File: src/rtl/ctr3_pkg.sv
package ctr3_pkg;
  typedef enum logic [2:0] {
    OP_NOP    = 3'd0,
    OP_WR_LO  = 3'd1,
    OP_WR_HI  = 3'd2,
    OP_START  = 3'd3,
    OP_STOP   = 3'd4,
    OP_READ   = 3'd5,
    OP_TO_SET = 3'd6,
    OP_TO_CLR = 3'd7
  } ctr3_op_e;

  typedef enum logic [1:0] {
    M_CNT  = 2'd0,
    M_TMR  = 2'd1,
    M_TOUT = 2'd2
  } ctr3_mode_e;

  typedef struct packed {
    logic wrLo;
    logic wrHi;
    logic load;
    logic dec;
    logic zero;
    logic capture;
  } ctr3_strobe_t;
endpackage

File: src/rtl/ctr3_dpath.sv
module ctr3_dpath
  import ctr3_pkg::*;
#(
  parameter int BYTE_W = 8
) (
  input  logic              clk,
  input  logic              rstN,
  input  ctr3_strobe_t      stb,
  input  logic [BYTE_W-1:0] wrData,
  output logic              atTerm,
  output logic [BYTE_W-1:0] snapHi,
  output logic [BYTE_W-1:0] snapLo
);
  localparam int LANES = 2;
  localparam int CNT_W = LANES * BYTE_W;

  logic [CNT_W-1:0] preset;
  logic [CNT_W-1:0] cnt;
  logic [CNT_W-1:0] snap;
  logic [LANES-1:0] laneWr;

  assign laneWr = {stb.wrHi, stb.wrLo};

  for (genvar i = 0; i < LANES; i++) begin : g_lane
    always_ff @(posedge clk or negedge rstN) begin
      if (!rstN) preset[i*BYTE_W +: BYTE_W] <= '0;
      else if (laneWr[i]) preset[i*BYTE_W +: BYTE_W] <= wrData;
    end
  end

  always_ff @(posedge clk or negedge rstN) begin
    if (!rstN) cnt <= '0;
    else if (stb.load) cnt <= preset;
    else if (stb.zero) cnt <= '0;
    else if (stb.dec) cnt <= cnt - 1'b1;
  end

  always_ff @(posedge clk or negedge rstN) begin
    if (!rstN) snap <= '0;
    else if (stb.capture) snap <= cnt;
  end

  assign atTerm = (cnt[CNT_W-1:1] == '0);
  assign snapHi = snap[CNT_W-1 -: BYTE_W];
  assign snapLo = snap[BYTE_W-1:0];

  assert_load_preset_R3: assert property (@(posedge clk) disable iff (!rstN)
    stb.load |=> cnt == $past(preset));
  assert_step_down_R4: assert property (@(posedge clk) disable iff (!rstN)
    (stb.dec && !stb.load && !stb.zero) |=> cnt == $past(cnt) - 1'b1);
  assert_snap_whole_R7: assert property (@(posedge clk) disable iff (!rstN)
    stb.capture |=> snap == $past(cnt));
endmodule

File: src/rtl/ctr3_ctrl.sv
module ctr3_ctrl
  import ctr3_pkg::*;
(
  input  logic         clk,
  input  logic         rstN,
  input  logic [2:0]   cmdOp,
  input  logic         modeBit,
  input  logic         rxCharStb,
  input  logic         atTerm,
  output ctr3_strobe_t stb,
  output logic         ctOut,
  output logic         flag,
  output logic         running
);
  ctr3_op_e   opE;
  ctr3_mode_e mode;
  logic       isCtl, rxHit, term;

  always_comb begin
    opE   = ctr3_op_e'(cmdOp);
    isCtl = (opE == OP_START) || (opE == OP_STOP) ||
            (opE == OP_TO_SET) || (opE == OP_TO_CLR);
    rxHit = (mode == M_TOUT) && rxCharStb && !isCtl;
    term  = running && atTerm && !isCtl && !rxHit;
    stb.wrLo    = (opE == OP_WR_LO);
    stb.wrHi    = (opE == OP_WR_HI);
    stb.capture = (opE == OP_READ);
    stb.load    = (opE == OP_START) || rxHit || (term && mode == M_TMR);
    stb.zero    = term && (mode != M_TMR);
    stb.dec     = running && !atTerm && !isCtl && !rxHit;
  end

  always_ff @(posedge clk or negedge rstN) begin
    if (!rstN) begin
      mode    <= M_CNT;
      running <= 1'b0;
      flag    <= 1'b0;
      ctOut   <= 1'b0;
    end else begin
      case (opE)
        OP_START: begin
          mode    <= modeBit ? M_TMR : M_CNT;
          running <= 1'b1;
          ctOut   <= 1'b0;
        end
        OP_STOP: begin
          running <= 1'b0;
          flag    <= 1'b0;
        end
        OP_TO_SET: begin
          mode    <= M_TOUT;
          running <= 1'b0;
        end
        OP_TO_CLR: begin
          mode    <= M_CNT;
          running <= 1'b0;
        end
        default: begin
          if (rxHit) running <= 1'b1;
          else if (term) begin
            flag <= 1'b1;
            if (mode == M_TMR) ctOut <= ~ctOut;
            else running <= 1'b0;
          end
        end
      endcase
    end
  end

  assert_flag_from_run_R5: assert property (@(posedge clk) disable iff (!rstN)
    $rose(flag) |-> $past(running));
  assert_stop_clears_R6: assert property (@(posedge clk) disable iff (!rstN)
    (opE == OP_STOP) |=> (!flag && !running));
  assert_out_quiet_R5: assert property (@(posedge clk) disable iff (!rstN)
    (mode != M_TMR && opE != OP_START) |=> $stable(ctOut));
  assert_clr_halts_R9: assert property (@(posedge clk) disable iff (!rstN)
    (opE == OP_TO_CLR) |=> !running);
endmodule

File: src/rtl/ctr3_top.sv
module ctr3_top
  import ctr3_pkg::*;
#(
  parameter int BYTE_W = 8
) (
  input  logic              clk,
  input  logic              rstN,
  input  logic [2:0]        cmdOp,
  input  logic [BYTE_W-1:0] cmdData,
  input  logic              rxCharStb,
  output logic              ctOut,
  output logic              flag,
  output logic              running,
  output logic [BYTE_W-1:0] snapHi,
  output logic [BYTE_W-1:0] snapLo
);
  ctr3_strobe_t stb;
  logic         atTerm;

  ctr3_ctrl u_ctrl (
    .clk(clk), .rstN(rstN), .cmdOp(cmdOp), .modeBit(cmdData[0]),
    .rxCharStb(rxCharStb), .atTerm(atTerm), .stb(stb),
    .ctOut(ctOut), .flag(flag), .running(running)
  );

  ctr3_dpath #(.BYTE_W(BYTE_W)) u_dpath (
    .clk(clk), .rstN(rstN), .stb(stb), .wrData(cmdData),
    .atTerm(atTerm), .snapHi(snapHi), .snapLo(snapLo)
  );
endmodule

File: config.mk
export PLATFORM = sky130hd
export DESIGN_NAME = ctr3_top
export DESIGN_NICKNAME = d
export VERILOG_FILES = /design/src/rtl/ctr3_pkg.sv /design/src/rtl/ctr3_dpath.sv /design/src/rtl/ctr3_ctrl.sv /design/src/rtl/ctr3_top.sv
export SDC_FILE = /design/constraint.sdc
export NUM_CORES = 1
export LEC_CHECK = 0
export BUFFER_PORTS_ARGS = -buffer_cell sky130_fd_sc_hd__buf_2
export CORE_MARGIN = 4
export CORE_UTILIZATION = 54
export CTS_BUF_LIST = sky130_fd_sc_hd__clkbuf_2
export CTS_CLUSTER_SIZE = 24
export DETAILED_ROUTE_END_ITERATION = 16
export PLACE_DENSITY = 0.76
export SYNTH_ARGS = -nofsm -noshare
export SYNTH_HDL_FRONTEND = slang
export SYNTH_SLANG_ARGS = --single-unit
export TNS_END_PERCENT = 30
File: constraint.sdc
create_clock -name clk -period 2 [get_ports clk]
set_clock_uncertainty 0.1 [all_clocks]
set_input_delay 0.4 -clock clk [delete_from_list [all_inputs] [get_ports clk]]
set_output_delay 0.4 -clock clk [all_outputs]
set_load 0.02 [all_outputs]
==> summary.txt <==
Clock tree
  – Worst-path clk slew: 0.26 ns
  – CTS buffer count: 5
  – Maximum clock insertion buffer count: 2
  – Clk Latency, worst-skew pair: around 0.45 ns
  – H-tree depth: 2
  – CTS tree: built
  – Root buffer cell: clkbuf_2
  – CTS Sinks: 53

Setup path
  – Crit Path Category: flop to flop
  – Worst setup SP type: flop
  – Critical Path Sink: u_dpath.cnt[7]$_DFFE_PN0P_
  – R2R Path End: u_dpath.cnt[7]$_DFFE_PN0P_
  – Reg2Reg Depth: 5
  – CP Launch Point: u_dpath.cnt[0]$_DFFE_PN0P_
  – Slowest CP cell: dfrtp_1
  – Top delay family on crit path: simple AND/OR/NAND/NOR gates
  – FF-to-FF setup slack: -0.02 ns
  – Worst path depth: 5
  – Critical Path RT: roughly 2.3 ns
  – Worst R2R Start: u_dpath.cnt[0]$_DFFE_PN0P_
  – Most Frequent Cell on Critical Path: or3_4
  – Crit end category: flop
  – Worst path bufs/invs: 0
  – Worst stage delay on the critical path: 0.44 ns
  – CP Max Fanout: 5
  – Crit-path cells: or3_4, or3_4, o32a_1, o211ai_2, o311ai_1
  – Crit path DAT: 2.28 ns

Final layout
  – Area of the multi-input gates: about 1200 sq um
  – Finished Cell Area: ~3200 sq um
  – Commonest non-fill, non-tap cell in the layout: dfrtp_1
  – Final Non-Filler Cells: between 300 and 400
  – Fillers: 331
  – Layout area overhead: 25.69%
  – Commonest non-fill, non-tap cells in the layout: 53 x dfrtp_1, 43 x buf_4, 32 x buf_2, 29 x mux2_2, 23 x nand2_1
  – # diodes: 0
  – FF+latch area: between 1000 and 1500 sq um
  – Final Net Count: 310
  – Share of cells above drive strength 1: a little under half

Logic synthesis
  – Main synth FF type: dfrtp_1
  – Seq cells post-synth: 53
  – Post-synth cell types: between 50 and 60
  – Post-Synthesis Cells: between 200 and 250
  – Post-synth EDFFs: 0
  – FFs w/ async S/R, synth: 100.0%
  – Sequential-to-total area share from yosys stat: a little over half
  – Synthesized area per cell: around 12 sq um
  – Top cell type's share of synthesized area: around 52%
  – Synth warn: 0
  – Syn_nets: between 200 and 250
  – Area leader, netlist: dfrtp_1
  – Cell Area, Synth: between 2000 and 3000 sq um
  – Synth area leaders: dfrtp_1 52%, mux2_2 13%, nand2_1 3.5%, xnor2_1 1.7%, o21ai_1 1.6%

STA
  – Max-slew headroom: between 60% and 70%
  – Fin crit period: between 2 and 2.5 ns
  – RSZ-0062 raised after global routing: true
  – Min Hold Slack: 0.08856 ns
  – Setup WS post-layout: -0.01540 ns
  – Slew Limit Fails: 0
  – Slew @ Worst Pin: 0.5286 ns
  – Final period util: 100.8%
  – Fmax: about 500 MHz
  – Setup TNS: -0.01540 ns
  – Final Hold Vio Count: 0
  – Setup Viol. Count Final: 1

Die
  – Initial core utilization: between 50% and 60%
  – Number of I/O pins: 33
  – Core box area: about 4400 sq um
  – Die H: between 70 and 80 um
  – Chip width: around 77 um
  – Row count: 24
  – Die area: around 6000 sq um

Global routing
  – Initial antenna violation count: 0
  – Largest net degree at the start of global routing: 33
  – Overflow after GRT: 0
  – Global-route wire length before repair: 9.825 mm
  – Vias in the first global route: approximately 2k
  – All-layer global routing usage: roughly a fifth

Status
  – Outcome: finished with violations
  – Violated checks: setup timing

Routing
  – Antenna Violating Nets Remaining: 0
  – Iteration-0 DRC Markers: around 180
  – Pre-Repair DR Iteration Count: 5
  – Via density: between 5 and 6
  – Remaining DRCs: 0
  – WL final: about 5.8 mm
  – Wire length per cell: ~17 um
  – Via count: 2039

Pwr
  – Power per standard cell area: 1253 nW/um^2
  – LEAKAGE: 0.001457 uW
  – Maximum vdd drop: approximately 0.00065 V

Placement
  – Post-DP Area: just over 3000 sq um
  – Dpl ws: -0.01654 ns
  – GPL Wtd Cong: 0.9839
  – DP HPWL: roughly 4.4 mm
  – Buffers on Ports: 32
  – Placed Instances: 334

Job
  – Max_cap viols: 0

Min path
  – Hold Crit Class: input pin to flop
  – Worst Hold Launch: cmdData[7]
-- report_power, final --
part / internal, uW / total [uW] / leakage, uW / switching, uW
combinational: 853 / 1790 / 0.000756 / 934
clock: 219 / 543 / 0.0000432 / 324
sequential: 1420 / 1670 / 0.000657 / 255
-- how the worst min path moves through the flow --
stage	to	slack (ns)	cells past startpoint
floorplan	u_ctrl.ctOut$_DFFE_PN0P_	0.004	0
global placement	u_dpath.snap[6]$_DFFE_PN0N_	0.31	1
detailed placement	u_dpath.snap[6]$_DFFE_PN0N_	0.31	1
CTS	u_dpath.preset[7]$_DFFE_PN0N_	0.07	2
global route	u_dpath.preset[15]$_DFFE_PN0N_	0.006	2
finish	u_dpath.preset[7]$_DFFE_PN0N_	0.09	2
-- worst register-to-register path, cell delays in order (launching register included) --
cell      delay (ns)
dfrtp_1         0.44
or3_4           0.40
or3_4           0.39
o32a_1          0.34
o211ai_2        0.16
o311ai_1        0.11
-- flip-flops by register name, summed over array words and instances, names as in the netlist --
signal / cells
u_ctrl.ctOut: 1
u_ctrl.flag: 1
u_dpath.preset: 16
u_dpath.cnt: 16
u_ctrl.running: 1
u_ctrl.mode: 2
u_dpath.snap: 16
-- area by class of cell --
class                      count  share of cell area, %
inverter                       5                 0.5873
tap                           52                  2.036
timing repair buffer          77                  16.05
clock buffer                   6                 0.9397
clock inverter                 2                  1.214
multi-input combinational    153                  37.67
sequential                    53                  41.50
-- cell families (layout without fill, tap and decap cells) --
group	count (synthesis)	after routing	synth area share, %
and+or+nand+nor	69	69	15.75
DFF	53	53	52.17
AOI/OAI and AO/OA	48	48	14.32
muxes	30	30	13.24
buffers and inverters	12	90	2.313
xor gates and xnor gates	5	5	1.722
adders and majority gates	1	1	0.4920
-- Yosys cell counts (2+ instances only) --
cell type   n
o311ai_0    2
and3_1      2
nor2_1     10
nand2b_1    3
inv_1       5
nand3_1     3
a22oi_1     3
nand2_1    24
o21ai_0     6
o32a_1      2
nand3_2     2
mux2_2     29
or2_2       2
dfrtp_1    53
or3_4       2
o311ai_1    2
buf_2       5
nor4_1      2
and3b_1     3
a32oi_1     2
or3_1       2
o21ai_1     8
nand3b_1    2
o21a_1      2
xnor2_1     5
o211ai_1    3
nor3_1      4
a21oi_1     4
-- per-stage QoR --
step	total power (uW)	utilization, %
after floorplan	2630	-
final	4003	71.90
after detailed placement	3391	68.24
after CTS	3931	70.10
after global placement	3360	68.24
after global routing	4276	71.90
-- repair_timing --
item                                    4_1_cts  5_1_grt
setup buffers                                 0        5
gates resized for setup                       1       10
pin swaps                                     0        2
hold buffers                                  1        0
endpoints found under the hold margin        21        0
endpoints found under the setup margin        4       17
-- routing by layer --
metal,vias up,track usage (%),wire length [um]
li1,963,-,-
met3,7,5.201,436
met1,985,28.96,2546
met4,0,6.159,76
met5,-,0,0
met2,84,34.01,2713
Power figures use the tool's default switching activity.
